**src/rtl/ami_cc_pkg.sv**
```systemverilog
package ami_cc_pkg;

  // One sampled mark after edge detection
  typedef struct packed {
    logic valid;  // mark on exactly one rail
    logic bad;    // rising edge while both rails high
    logic pol;    // 1: positive rail, 0: negative rail
  } mark_t;

endpackage

```
**src/rtl/ami_mark_det.sv**
```systemverilog
module ami_mark_det
  import ami_cc_pkg::*;
(
  input  logic  clk,
  input  logic  rst_n,
  input  logic  rail_p,
  input  logic  rail_n,
  output mark_t mk_q
);

  logic  prev_p, prev_n;
  logic  rise_p, rise_n, both_hi;
  mark_t mk_d;

  always_comb begin
    rise_p   = rail_p & ~prev_p;
    rise_n   = rail_n & ~prev_n;
    both_hi  = rail_p & rail_n;
    mk_d.valid = (rise_p | rise_n) & ~both_hi;
    mk_d.bad   = (rise_p | rise_n) & both_hi;
    mk_d.pol   = rise_p;
  end

  always_ff @(posedge clk or negedge rst_n) begin
    if (!rst_n) begin
      prev_p <= 1'b0;
      prev_n <= 1'b0;
      mk_q   <= '0;
    end else begin
      prev_p <= rail_p;
      prev_n <= rail_n;
      mk_q   <= mk_d;
    end
  end

endmodule

```
**src/rtl/ami_framer.sv**
```systemverilog
module ami_framer
  import ami_cc_pkg::*;
#(
  parameter int FRAME_MARKS = 8,
  parameter int ACQ_VIOL    = 2,
  parameter int LOSS_ERR    = 3
) (
  input  logic  clk,
  input  logic  rst_n,
  input  mark_t mk,
  output logic  bit_en,
  output logic  frame_pulse,
  output logic  framed,
  output logic  dep_pulse,
  output logic  frame_tick
);

  localparam int SP_W    = $clog2(FRAME_MARKS);
  localparam int RUN_MAX = (ACQ_VIOL > LOSS_ERR) ? ACQ_VIOL : LOSS_ERR;
  localparam int RUN_W   = $clog2(RUN_MAX + 1);

  logic             last_pol, last_pol_d;
  logic             have_pol, have_pol_d;
  logic             ref_seen, ref_seen_d;
  logic [SP_W-1:0]  sp_cnt, sp_cnt_d;
  logic [RUN_W-1:0] good_run, good_run_d;
  logic [RUN_W-1:0] err_run, err_run_d;
  logic             framed_d;
  logic             viol, at_edge, good, sp_err;

  always_comb begin
    viol    = mk.valid & have_pol & (mk.pol == last_pol);
    at_edge = (sp_cnt == SP_W'(FRAME_MARKS - 1));
    good    = viol & at_edge & ref_seen;
    sp_err  = ref_seen & mk.valid & (viol ? ~at_edge : at_edge);

    last_pol_d = last_pol;
    have_pol_d = have_pol;
    ref_seen_d = ref_seen;
    sp_cnt_d   = sp_cnt;
    if (mk.valid) begin
      last_pol_d = mk.pol;
      have_pol_d = 1'b1;
      sp_cnt_d   = (viol | at_edge) ? '0 : sp_cnt + 1'b1;
      if (viol) ref_seen_d = 1'b1;
    end

    good_run_d = good_run;
    err_run_d  = err_run;
    if (good) begin
      err_run_d  = '0;
      if (good_run != RUN_W'(ACQ_VIOL)) good_run_d = good_run + 1'b1;
    end else if (sp_err) begin
      good_run_d = '0;
      if (err_run != RUN_W'(LOSS_ERR)) err_run_d = err_run + 1'b1;
    end

    framed_d = framed;
    if (good && good_run_d == RUN_W'(ACQ_VIOL))
      framed_d = 1'b1;
    else if (sp_err && err_run_d == RUN_W'(LOSS_ERR))
      framed_d = 1'b0;
  end

  always_ff @(posedge clk or negedge rst_n) begin
    if (!rst_n) begin
      last_pol    <= 1'b0;
      have_pol    <= 1'b0;
      ref_seen    <= 1'b0;
      sp_cnt      <= '0;
      good_run    <= '0;
      err_run     <= '0;
      framed      <= 1'b0;
      bit_en      <= 1'b0;
      frame_pulse <= 1'b0;
      dep_pulse   <= 1'b0;
      frame_tick  <= 1'b0;
    end else begin
      last_pol    <= last_pol_d;
      have_pol    <= have_pol_d;
      ref_seen    <= ref_seen_d;
      sp_cnt      <= sp_cnt_d;
      good_run    <= good_run_d;
      err_run     <= err_run_d;
      framed      <= framed_d;
      bit_en      <= mk.valid;
      frame_pulse <= viol & framed_d;
      dep_pulse   <= mk.bad | sp_err;
      frame_tick  <= mk.valid & (viol | at_edge);
    end
  end

endmodule

```
**src/rtl/ami_qual_mon.sv**
```systemverilog
module ami_qual_mon #(
  parameter int WIN_W  = 8,
  parameter int THR_W  = 8,
  parameter int IDLE_W = 16
) (
  input  logic              clk,
  input  logic              rst_n,
  input  logic              dep_pulse,
  input  logic              frame_tick,
  input  logic              activity,
  input  logic [WIN_W-1:0]  win_frames,
  input  logic [THR_W-1:0]  dep_thresh,
  input  logic [IDLE_W-1:0] idle_limit,
  output logic              disqualify
);

  logic [WIN_W-1:0]  win_cnt, win_cnt_d;
  logic [THR_W-1:0]  dep_cnt, dep_cnt_d, cnt_inc;
  logic              dep_dq, dep_dq_d;
  logic [IDLE_W-1:0] idle_cnt, idle_cnt_d;
  logic              close, over, idle_hit, dq_d;

  always_comb begin
    close   = ({1'b0, win_cnt} + 1'b1) >= {1'b0, win_frames};
    cnt_inc = (dep_pulse && dep_cnt != '1) ? dep_cnt + 1'b1 : dep_cnt;
    over    = cnt_inc > dep_thresh;

    win_cnt_d = win_cnt;
    if (frame_tick) win_cnt_d = close ? '0 : win_cnt + 1'b1;

    if (frame_tick && close) begin
      dep_cnt_d = '0;
      dep_dq_d  = over;
    end else begin
      dep_cnt_d = cnt_inc;
      dep_dq_d  = dep_dq | over;
    end

    if (activity)
      idle_cnt_d = '0;
    else if (idle_cnt >= idle_limit)
      idle_cnt_d = idle_cnt;
    else
      idle_cnt_d = idle_cnt + 1'b1;
    idle_hit = idle_cnt_d >= idle_limit;

    dq_d = dep_dq_d | idle_hit;
  end

  always_ff @(posedge clk or negedge rst_n) begin
    if (!rst_n) begin
      win_cnt    <= '0;
      dep_cnt    <= '0;
      dep_dq     <= 1'b0;
      idle_cnt   <= '0;
      disqualify <= 1'b0;
    end else begin
      win_cnt    <= win_cnt_d;
      dep_cnt    <= dep_cnt_d;
      dep_dq     <= dep_dq_d;
      idle_cnt   <= idle_cnt_d;
      disqualify <= dq_d;
    end
  end

endmodule

```
**src/rtl/ami_cc_decoder.sv**
```systemverilog
module ami_cc_decoder
  import ami_cc_pkg::*;
#(
  parameter int FRAME_MARKS = 8,
  parameter int ACQ_VIOL    = 2,
  parameter int LOSS_ERR    = 3,
  parameter int WIN_W       = 8,
  parameter int THR_W       = 8,
  parameter int IDLE_W      = 16
) (
  input  logic              clk,
  input  logic              rst_n,
  input  logic              rail_p,
  input  logic              rail_n,
  input  logic [WIN_W-1:0]  win_frames,
  input  logic [THR_W-1:0]  dep_thresh,
  input  logic [IDLE_W-1:0] idle_limit,
  output logic              bit_en,
  output logic              frame_pulse,
  output logic              framed,
  output logic              disqualify
);

  logic [1:0] rst_sync;
  logic       rst_i;
  mark_t      mk;
  logic       dep_pulse, frame_tick;

  // asynchronous assert, synchronous release
  always_ff @(posedge clk or negedge rst_n) begin
    if (!rst_n) rst_sync <= 2'b00;
    else        rst_sync <= {rst_sync[0], 1'b1};
  end
  assign rst_i = rst_sync[1];

  ami_mark_det u_det (
    .clk    (clk),
    .rst_n  (rst_i),
    .rail_p (rail_p),
    .rail_n (rail_n),
    .mk_q   (mk)
  );

  ami_framer #(
    .FRAME_MARKS (FRAME_MARKS),
    .ACQ_VIOL    (ACQ_VIOL),
    .LOSS_ERR    (LOSS_ERR)
  ) u_frm (
    .clk         (clk),
    .rst_n       (rst_i),
    .mk          (mk),
    .bit_en      (bit_en),
    .frame_pulse (frame_pulse),
    .framed      (framed),
    .dep_pulse   (dep_pulse),
    .frame_tick  (frame_tick)
  );

  ami_qual_mon #(
    .WIN_W  (WIN_W),
    .THR_W  (THR_W),
    .IDLE_W (IDLE_W)
  ) u_mon (
    .clk        (clk),
    .rst_n      (rst_i),
    .dep_pulse  (dep_pulse),
    .frame_tick (frame_tick),
    .activity   (mk.valid | mk.bad),
    .win_frames (win_frames),
    .dep_thresh (dep_thresh),
    .idle_limit (idle_limit),
    .disqualify (disqualify)
  );

endmodule

```
**config.mk**
```make
export PLATFORM = sky130hd
export DESIGN_NAME = ami_cc_decoder
export DESIGN_NICKNAME = d
export VERILOG_FILES = /design/src/rtl/ami_cc_pkg.sv /design/src/rtl/ami_mark_det.sv /design/src/rtl/ami_framer.sv /design/src/rtl/ami_qual_mon.sv /design/src/rtl/ami_cc_decoder.sv
export SDC_FILE = /design/constraint.sdc
export NUM_CORES = 1
export LEC_CHECK = 0
export BUFFER_PORTS_ARGS = -buffer_cell sky130_fd_sc_hd__buf_2
export CORE_UTILIZATION = 30
export DETAILED_ROUTE_END_ITERATION = 8
export GPL_TIMING_DRIVEN = 1
export SLEW_MARGIN = 5
export SYNTH_ARGS = -nofsm -noshare
export SYNTH_HDL_FRONTEND = slang
export SYNTH_SLANG_ARGS = --single-unit
```
**constraint.sdc**
```tcl
create_clock -name clk -period 3.6 [get_ports clk]
set_clock_uncertainty 0.15 [all_clocks]
set_input_delay 0.72 -clock clk [delete_from_list [all_inputs] [get_ports clk]]
set_output_delay 0.72 -clock clk [all_outputs]
set_load 0.01 [all_outputs]
```
; ---- After elaboration in Yosys (flattened, before gate mapping)
; Index checks and enable logic that the tools add are counted.
[totals]
regBits = 56
inputBits = 36
out_inout_bits = 4
[classes]
add_sub_neg = 7
n_lt_le_gt_ge = 4
n_eq_ne = 7
n_mux = 16
bitwise = 23
reduce_logical = 5
[ops]
columns = cell, count
row1 = >= comparator 16 bit, 2
row2 = 2-to-1 mux 16 bit, 2
row3 = 2-to-1 mux 8 bit, 3
row4 = adder 16 x 1 -> 16 bit (second input constant), 1
row5 = adder 8 x 1 -> 8 bit (second input constant), 2
row6 = AND 1 bit, 13
row7 = 2-to-1 mux 2 bit, 6
row8 = adder 8 x 1 -> 9 bit (second input constant), 1
row9 = >= comparator 9 x 8 -> 1 bit, 1
row10 = > comparator 8 bit, 1
row11 = inequality test 8 bit (second input constant), 1
row12 = OR 1 bit, 6
row13 = adder 2 x 1 -> 2 bit (second input constant), 2
row14 = == test 2 bit (second input constant), 2
row15 = logical AND 1 bit, 4
row16 = 2-to-1 mux 1 bit, 4
row17 = inequality test 2 bit (second input constant), 2
row18 = NOT 1 bit, 4
row19 = adder 3 x 1 -> 3 bit (second input constant), 1
row20 = == test 3 bit (second input constant), 1
row21 = 2-to-1 mux 3 bit, 1
row22 = AND reduction 2 bit, 1
row23 = == test 1 bit, 1

; ---- Longest topological paths before layout
; Gate-level depths: netlist (run 1).
[depth]
word_depth = 11
depth_mapped = 17
ltp_nobuf = 15

; ---- Cells and area by module
; From an unflattened synthesis (run 1), not the netlist that was laid out.
[hier_totals]
cells_unflattened = 398
hier_area_um2 = 3752.3
[by_module_without_submodules]
columns = module, n_inst, cells_each, area_each_um2, seq_area_each_um2
row1 = ami_qual_mon, 1, 325, 2852.7, 850.8
row2 = ami_framer, 1, 59, 676.9, 375.4
row3 = ami_mark_det, 1, 10, 162.7, 125.1
row4 = ami_cc_decoder, 1, 4, 60.1, 50.0

; ---- Least setup slack after synthesis (run 1)
; Ideal clock, no wire load.
[synth_path]
path_type = input-to-reg
from = input port idle_limit[0]
to = register u_mon.disqualify
setup_time_ps = 139
t_arrival_ps = 3376
slack_ps = -65
path_stages = 15
n_path_buf = 2
cell_sequence = ha_1 -> nand2b_4 -> a211o_1 -> a21oi_2 -> o21ai_2 -> buf_6 -> buf_6 -> o31ai_1 -> a21oi_1 -> ha_1 -> or4_1 -> o2111ai_1 -> o21ai_0 -> o21ai_0 -> o2111ai_1
[synth_between]
elab_chain_cells = 5
[synth_lines]
columns = element, line
row1 = "start, declared", ami_cc_decoder.sv:17  ; input logic [IDLE_W-1:0] idle_limit,
row2 = >= comparator 16 bit, ami_qual_mon.sv:41  ; else if (idle_cnt >= idle_limit)
row3 = 2-to-1 mux 16 bit, ami_qual_mon.sv:41
row4 = 2-to-1 mux 16 bit, ami_qual_mon.sv:39  ; if (activity)
row5 = via u_mon.idle_cnt_d[4], ami_qual_mon.sv:20  ; logic [IDLE_W-1:0] idle_cnt, idle_cnt_d;
row6 = >= comparator 16 bit, ami_qual_mon.sv:45  ; idle_hit = idle_cnt_d >= idle_limit;
row7 = OR 1 bit, ami_qual_mon.sv:47  ; dq_d = dep_dq_d | idle_hit;
row8 = via u_mon.dq_d, ami_qual_mon.sv:21  ; logic close, over, idle_hit, dq_d;
row9 = "end signal, assigned", ami_qual_mon.sv:62  ; disqualify <= dq_d;
row10 = "end, declared", ami_qual_mon.sv:14  ; output logic disqualify
; The timed path passes the listed nets, and every way through them passes these cells.
; A chain may end at the register's enable or synchronous reset.

; ---- Final worst setup path (run 1)
; Same ends and word-level chain as after synthesis.

==> results of run 1 <==
## per-stage QoR
step           setup TNS (ns)  worst slack [ns]  hold WS, ns
2_1_floorplan               0           0.00481        0.181
3_3_place_gp           -0.380            -0.380        0.145
3_5_place_dp           -0.434            -0.434        0.143
4_1_cts                     0            0.0119       0.0434
5_1_grt                -0.102            -0.102       0.0367
6_report             -0.00971          -0.00971       0.0463
## repair_timing
action | CTS | global route
pin swaps | 9 | 18
setup buffers | 1 | 3
gates resized for setup | 6 | 37
cloned | 0 | 1
endpoints found under the setup margin | 1 | 1
endpoints found under the hold margin | 0 | 0
## logic make-up (layout without fill, tap and decap cells)
| logic type | after synthesis | in the layout | synth area share [%] |
|---|---|---|---|
| mux | 6 | 6 | 1.59 |
| flops | 56 | 56 | 35.7 |
| buf+inv | 57 | 133 | 5.95 |
| xor+xnor | 14 | 14 | 3.12 |
| compound gates | 101 | 101 | 19.5 |
| other cells | 1 | 1 | 0.0954 |
| fa+ha+maj | 56 | 56 | 17.8 |
| simple gates | 118 | 118 | 16.2 |
## path summary, 6_finish.rpt
kind | startpoint | slack (ns) | endpoint
worst max-delay path | idle_limit[0] | -0.01 | u_mon.disqualify
worst min-delay path | rst_n | 0.05 | rst_sync[0]
worst max register to register | u_mon.idle_cnt[0] | 0.04 | u_mon.disqualify
worst min register to register | rst_sync[1] | 0.11 | u_mon.idle_cnt[10]
max in group asynchronous | rst_sync[1] | 2.37 | u_frm.sp_cnt[1]
min in group clk | rst_sync[0] | 0.20 | rst_sync[1]
## per-layer routing
layer | part of all wire (%) | global-route usage [%] | wire length, um | vias up
met3 | 3.8 | 2.91 | 345 | 7
met2 | 48 | 23.2 | 4370 | 63
met4 | 1.1 | 3.16 | 104 | 0
met1 | 47 | 19.1 | 4340 | 1539
met5 | 0 | 0 | 0 | -
li1 | - | - | - | 1639
## cell type report
class | instances | share of cell area (%)
timing repair buffer | 81 | 11.1
clock buffer | 5 | 2.51
multi-input combinational | 296 | 50.2
sequential | 56 | 28.1
tap | 172 | 4.31
clock inverter | 3 | 0.551
inverter | 44 | 3.31
## state kept, by name, summed over array words and instances (netlist names)
register,flops
u_mon.idle_cnt,16
u_mon.dep_cnt,8
u_mon.win_cnt,8
u_det.mk_q,3
u_frm.sp_cnt,3
rst_sync,2
u_frm.err_run,2
u_frm.good_run,2
u_det.prev_n,1
u_det.prev_p,1
u_frm.bit_en,1
u_frm.dep_pulse,1
u_frm.frame_pulse,1
u_frm.frame_tick,1
u_frm.framed,1
u_frm.have_pol,1
u_frm.last_pol,1
u_frm.ref_seen,1
u_mon.dep_dq,1
u_mon.disqualify,1
## synthesized netlist by cell type, drive strengths merged (3+ instances only)
cell    instances  area (um^2)
and3            5         31.3
nand2b          6         45.0
a21o            6         45.0
and4            3         26.3
dfrtp          56         1400
nand2          23         86.3
xnor2           7         61.3
or4             5         37.5
o41ai           7          114
nor3            4         25.0
inv            44          165
o21ai          16         83.8
o31ai           3         22.5
nand4           8         50.1
mux2i           4         40.0
or3             9         56.3
clkbuf          6         22.5
a31oi           7         43.8
o311ai          7         61.3
ha             56          701
xor2            7         61.3
nor2           16         60.1
nand3          20          100
buf             7         46.3
a21oi          23          119
a31o            6         52.6
and2            4         25.0
o21a           11         83.8
nor2b          13         81.3
## power by group through the flow
stage	Combinational (mW)	Sequential [mW]	Clock (mW)
6_report	0.614	0.834	0.509
5_1_grt	0.710	0.851	0.552
4_1_cts	0.580	0.834	0.524
3_5_place_dp	0.573	0.846	0
3_3_place_gp	0.549	0.841	0
2_1_floorplan	0.422	0.825	0
## placed cells by master (no fill, tap or decap), types with 6 or more instances in the layout
cell type / count
o21a_1: 10
buf_4: 38
o41ai_2: 7
dfrtp_1: 55
a21oi_1: 16
a21o_1: 6
nor2b_1: 13
buf_2: 38
ha_1: 51
xor2_1: 7
nand3_1: 20
a31o_2: 6
or3_1: 9
inv_1: 42
xnor2_1: 7
clkbuf_16: 6
o21ai_0: 9
nand4_1: 8
nand2_1: 23
nor2_1: 16
a31oi_1: 7
==> flow_summary.ini, run 1 <==
[timing]
maxSlewHeadroom_pct = 17.5
max_freq_mhz = 277
setup_slack_ns = -0.00971
max_slew.worst_pin.slew_ns = 1.23
fin_crit_sh_pct = 100
slew_violations = 0
setup_viol_count_final = 1
rsz0062_at_grt = yes
fin_crit_ns = 3.61
final-hold-violation-count = 0

[logic_synthesis]
synth_edf_count = 0
seq_area_frac_synth_pct = 35.7
syn_avg_cell_area_um2 = 9.61
ys_types = 52
ys.flop_type = dfrtp_1
synthesis.area_mm2 = 0.00393
syn-num-nets = 501
ys_ff_latch = 56
syn_inst = 409
synthArstFlopShare_pct = 100
yosys_warnings = 0

[clocking]
path_clk_slew_ns = 0.07
root_buffer = clkbuf_16
htree_levels = 2
cts_buffer_depth = 2
postCtsHoldBufs = 0
cts_made_buffers = 5
tritoncts = yes
clock_latency_ns = 0.30
cts.sinks = 56

[floorplan]
rows = 41
pin_count = 40
die_area_mm2 = 0.0136
die_w_um = 116
coreArea_mm2 = 0.0127
initial_core_util_pct = 31.0
die_height_um = 116

[global_routing]
grt_pass1_wl_um = 15200
grt_util_all_layers_pct = 14.1
first_global_vias = 3304
antenna_found_initial = 0
grt_max_degree = 32
grt_overflow_total = 0

[flow_run]
max-cap-violations = 0

[layout]
syn2layout_area_growth_pct = 27.0
multiInputGateArea_mm2 = 0.00250
seq_area_mm2 = 0.00140
drive_gt1_share_pct = 29.1
fin_nets = 576
fillers = 1232
n_antenna_cell = 0
fin_area_mm2 = 0.00499
fin_cells = 657
final_core_util_pct = 39.4

[pwr]
ir_drop_v = 0.000206
p_int_mw = 1.30
comb_power_share_pct = 31.4
powerDensity_mw_per_mm2 = 392
power_mw = 1.96
p_switching_mw = 0.656
p_clk_share_pct = 26.0
swShare_pct = 33.5
leakagePower_nw = 2.50
power_frac_seq_pct = 42.6

[route]
drc = 0
wirelength_um = 9160
drtPass1Iterations = 4
final_antenna_net_count = 0
wl_per_cell_um = 13.9
initialDrtViolationCount = 185
vias = 3248
avgViaCountPerCell = 4.94

[worst_setup_path]
cp-end-kind = flip-flop
path_depth = 14
required_ns = 3.62
path_cells = buf_8 -> ha_4 -> nand2b_4 -> a211o_1 -> a21oi_4 -> o21ai_4 -> or4_4 -> a21oi_4 -> ha_4 -> or4_4 -> o2111ai_2 -> o21ai_2 -> o21ai_2 -> o2111ai_1
cpPeakStageDelay_ns = 0.52
cp_slowest_cell = or4_4
crit_buf_inv = 1
crit_family = compound AO/OA/AOI/OAI gates
critical_path_class = in -> reg
start_kind = input port
r2r_cells = 14
arrival_ns = 3.63
crit_path_max_fanout = 6

[status]
outcome = finished, violations left
failed_checks = negative setup slack

[placed_design]
hpwl_um = 6740
placedCellCount = 644
io_buffers = 39
place_area_mm2 = 0.00456
gp_congestion = 0.868

[min_path]
hold_class = in -> async
Power figures use the tool's default switching activity.
==> run 2, diff against run 1 <==
- CORE_UTILIZATION: 30 -> 45
- clock period: 3.6 -> 4.7 ns (I/O delays scaled with it)
==> run 2 against run 1 <==
The run now ends clean. Non-clock buffer count is 37 lower. Via count decreased by 6.1%. Power fell by 27%. Routed wire length shrank 16%. Count of clock-buffer cells in the layout unchanged. First-iteration DRC count shrank 50%. Largest cell class unchanged.
==> flow_summary.ini, run 2 (synthesized netlist as in run 1, its figures left out) <==
[worst_setup_path]
cp_slowest_cell = or4_1
r2r_cells = 12
r2r_end = u_mon.disqualify
cp-end-kind = flip-flop
critical_path_class = in -> reg
startpoint = idle_limit[9]
cpPeakStageDelay_ns = 0.53
worstReg2RegStart = u_mon.idle_cnt[9]
arrival_ns = 4.16
crit_path_max_fanout = 9
endpoint = u_mon.disqualify
path_cells = buf_2 -> inv_1 -> ha_1 -> and4_1 -> a21oi_1 -> a21oi_2 -> or4_1 -> a21oi_1 -> ha_1 -> or4_1 -> o2111ai_1 -> o21ai_0 -> o21ai_0 -> o2111ai_1
rrSetupSlack_ns = 0.85
start_kind = input port
required_ns = 4.73

[flow_run]
max-cap-violations = 0

[floorplan]
rows = 33
die_w_um = 95.5
die_area_mm2 = 0.00911
coreArea_mm2 = 0.00834
initial_core_util_pct = 47.1
die_height_um = 95.5
pin_count = 40

[timing]
fin_crit_sh_pct = 87.9
tns_ns = 0
maxSlewHeadroom_pct = 40.1
final-hold-violation-count = 0
max_freq_mhz = 242
rsz0062_at_grt = no
fin_crit_ns = 4.13
max_slew.worst_pin.slew_ns = 0.896
holdWs_ns = 0.208
setup_viol_count_final = 0
slew_violations = 0

[layout]
largest_reg_flops = 16
final_common_cell = ha_1
fin_nets = 539
top_regs = u_mon.idle_cnt (16), u_mon.dep_cnt (8), u_mon.win_cnt (8)
multiInputGateArea_mm2 = 0.00230
fin_area_mm2 = 0.00437
layout_common_cells = ha_1, dfrtp_1, inv_1, buf_2, nand2_1
largest-register = u_mon.idle_cnt
fin_cells = 553
fillers = 803
drive_gt1_share_pct = 17.4
n_antenna_cell = 0
seq_area_mm2 = 0.00140
syn2layout_area_growth_pct = 11.1

[clocking]
cts.sinks = 56
cts_resized = 0
postCtsHoldBufs = 0
cts_setup_buffers = 0
htree_levels = 2
cts_buffer_depth = 2
cts_made_buffers = 5
clock_latency_ns = 0.32
root_buffer = clkbuf_8
path_clk_slew_ns = 0.10
tritoncts = yes

[route]
wl_per_cell_um = 13.9
drc = 0
final_antenna_net_count = 0
initialDrtViolationCount = 92
vias = 3051
avgViaCountPerCell = 5.52
wirelength_um = 7690
drtPass1Iterations = 4

[status]
outcome = complete, no violations

[placed_design]
hpwl_um = 5910
io_buffers = 39
placedCellCount = 545
gp_congestion = 0.813
place_area_mm2 = 0.00423

[global_routing]
grt_pass1_wl_um = 13300
grt_util_all_layers_pct = 18.5
grt_max_degree = 55
antenna_found_initial = 0
grt_overflow_total = 0
first_global_vias = 3015

[pwr]
leakagePower_nw = 2.29
ir_drop_v = 0.000141
power_mw = 1.43
powerDensity_mw_per_mm2 = 328

[min_path]
hold_class = reg -> reg
-- run 2: report_power, final --
group	total (mW)	internal, mW	switching (mW)
Combinational	0.417	0.204	0.213
Clock	0.380	0.215	0.165
Sequential	0.636	0.559	0.0765
-- run 2: final cells by class --
type                            count  share of cell area (%)
Clock buffer                        5                    1.58
Clock inverter                      3                    1.58
Inverter                           44                    3.78
Multi-Input combinational cell    296                    52.6
Sequential cell                    56                    32.1
Tap cell                          105                    3.01
Timing Repair Buffer               44                    5.33
-- run 2: worst max-delay path, delay by kind of cell --
kind / cells / cell delay, ns
compound gates: 7 / 1.37
fa+ha+maj: 2 / 0.55
buf+inv: 2 / 0.12
simple gates: 3 / 1.17
-- run 2: routing by layer --
metal  share of wire, %  track usage (%)
met2                 45             31.6
met4                1.6             5.85
met1                 50             24.0
met3                2.7             2.63
met5                  0                0
-- run 2: how the worst min path moves through the flow --
stage	from	end	cells after the start
2_1_floorplan	rst_sync[0]	rst_sync[1]	0
3_3_place_gp	rst_sync[0]	rst_sync[1]	0
3_5_place_dp	rst_sync[0]	rst_sync[1]	0
4_1_cts	rst_sync[0]	rst_sync[1]	0
5_1_grt	rst_n	rst_sync[1]	1
6_report	rst_sync[0]	rst_sync[1]	0
-- run 2: stage by stage --
step	setup slack, ns	utilization [%]
floorplan	0.815	-
global placement	0.336	50.7
detailed placement	0.284	50.7
CTS	0.603	52.4
global route	0.388	52.4
finish	0.570	52.4
==> run 3, diff against run 2 <==
- clock period: 4.7 -> 4.25 ns (I/O delays scaled with it)
==> run 3 against run 2 <==
Critical path depth is the same. Clock power shrank 5.5%. Via count shrank 0.16%. Die area is the same. Utilization shrank 0.13 points. Non-clock buffer count grew 2. Final cell count grew 0.36%. Final area shrank 0.26%. Sequential share of layout area grew 0.083 points. Routed wire length grew 1.5%. Highest routed layer unchanged.
==> flow_summary.ini, run 3 (synthesized netlist as in run 1, its figures left out) <==
[clocking]
clock_latency_ns = 0.32
cts_resized = 0
cts.sinks = 56
root_buffer = clkbuf_8
htree_levels = 2
tritoncts = yes
cts_setup_buffers = 0
path_clk_slew_ns = 0.10
cts_buffer_depth = 2
postCtsHoldBufs = 0
cts_made_buffers = 5

[route]
final_antenna_net_count = 0
drc = 0
avgViaCountPerCell = 5.49
wl_per_cell_um = 14.1
vias = 3046
wirelength_um = 7810
drtPass1Iterations = 4
initialDrtViolationCount = 114

[placed_design]
placedCellCount = 547
gp_congestion = 0.814
io_buffers = 39
place_area_mm2 = 0.00425
hpwl_um = 6010
place_ws_ns = 0.0179

[pwr]
p_clk_share_pct = 23.6
swShare_pct = 32.8
comb_power_share_pct = 30.2
p_switching_mw = 0.499
powerDensity_mw_per_mm2 = 349
p_int_mw = 1.02
leakagePower_nw = 2.28
power_frac_seq_pct = 46.3
ir_drop_v = 0.000168

[layout]
layout_common_cells = ha_1, dfrtp_1, inv_1, buf_2, nand2_1
fillers = 793
multiInputGateArea_mm2 = 0.00230
final_common_cell = ha_1
drive_gt1_share_pct = 17.6
seq_area_mm2 = 0.00140
fin_nets = 541
fin_cells = 555
syn2layout_area_growth_pct = 10.9
n_antenna_cell = 0
fin_area_mm2 = 0.00436
largest_reg_flops = 16
top_regs = u_mon.idle_cnt (16), u_mon.dep_cnt (8), u_mon.win_cnt (8)
largest-register = u_mon.idle_cnt

[floorplan]
coreArea_mm2 = 0.00834
die_area_mm2 = 0.00911
initial_core_util_pct = 47.1
die_w_um = 95.5
pin_count = 40
rows = 33
die_height_um = 95.5

[global_routing]
grt_max_degree = 55
grt_util_all_layers_pct = 19.0
antenna_found_initial = 0
first_global_vias = 2908
grt_pass1_wl_um = 13600
grt_overflow_total = 0

[worst_setup_path]
required_ns = 4.28
critical_path_class = in -> reg
path_cells = buf_2 -> ha_1 -> nand2b_4 -> a211o_1 -> a21oi_2 -> o21ai_2 -> or4_1 -> a21oi_1 -> ha_1 -> or4_1 -> o2111ai_1 -> o21ai_0 -> o21ai_0 -> o2111ai_1
start_kind = input port
cp_slowest_cell = or4_1
arrival_ns = 3.94
crit_path_max_fanout = 5
cp-end-kind = flip-flop
cpPeakStageDelay_ns = 0.47

[timing]
fin_crit_sh_pct = 92.0
max_freq_mhz = 256
holdWs_ns = 0.151
rsz0062_at_grt = no
fin_crit_ns = 3.91
slew_violations = 0
setup_slack_ns = 0.339
final-hold-violation-count = 0
tns_ns = 0
maxSlewHeadroom_pct = 53.0
setup_viol_count_final = 0
max_slew.worst_pin.slew_ns = 0.705

[status]
outcome = complete, no violations

[min_path]
hold_class = in -> async

[flow_run]
max-cap-violations = 0
[run 3: cell count changes in the layout (fill, tap and decap cells not counted)]
cell | previous run | this run
bufinv_16 | 2 | 1
buf_4 | 5 | 7
clkbuf_1 | 0 | 1
[run 3: final cells by class]
cell class	count	share of cell area (%)
Clock buffer	6	1.67
Clock inverter	2	0.890
Inverter	44	3.79
Multi-Input combinational cell	296	52.8
Sequential cell	56	32.2
Tap cell	105	3.02
Timing Repair Buffer	46	5.69
[run 3: worst paths after layout]
| check | depth (start not counted) | slack [ns] | start | endpoint |
|---|---|---|---|---|
| min reg2reg | 0 | 0.21 | rst_sync[0] | rst_sync[1] |
| min in group clk | 0 | 0.21 | rst_sync[0] | rst_sync[1] |
| max reg2reg | 14 | 0.49 | u_mon.idle_cnt[0] | u_mon.disqualify |
| max in group asynchronous | 1 | 3.23 | rst_sync[1] | u_mon.idle_cnt[1] |
| min | 1 | 0.15 | rst_n | rst_sync[1] |
| max | 14 | 0.34 | idle_limit[0] | u_mon.disqualify |
[run 3: worst max-delay path, delay by kind of cell]
family | cells | cell delay (ns)
fa+ha+maj | 2 | 0.54
compound gates | 8 | 1.44
buf+inv | 1 | 0.11
simple gates | 3 | 1.00
[run 3: layer usage]
layer  vias to the layer above  GRT usage (%)  wire (um)
met5                         -              0          0
met4                         0           4.48         73
met3                         6           2.39        204
met2                        56           30.7       3460
met1                      1423           27.0       4070
li1                       1561              -          -
[run 3: through the flow]
step           power, mW  utilization [%]
2_1_floorplan       1.06                -
6_report            1.52             52.2
3_5_place_dp        1.18             50.9
5_1_grt             1.65             52.2
3_3_place_gp        1.16             50.9
4_1_cts             1.55             52.2
[run 3: power by group through the flow]
stage / clock network, mW / logic, mW / registers, mW
global route: 0.391 / 0.535 / 0.722
detailed placement: 0 / 0.466 / 0.718
global placement: 0 / 0.447 / 0.712
floorplan: 0 / 0.357 / 0.699
finish: 0.359 / 0.459 / 0.705
CTS: 0.371 / 0.469 / 0.707
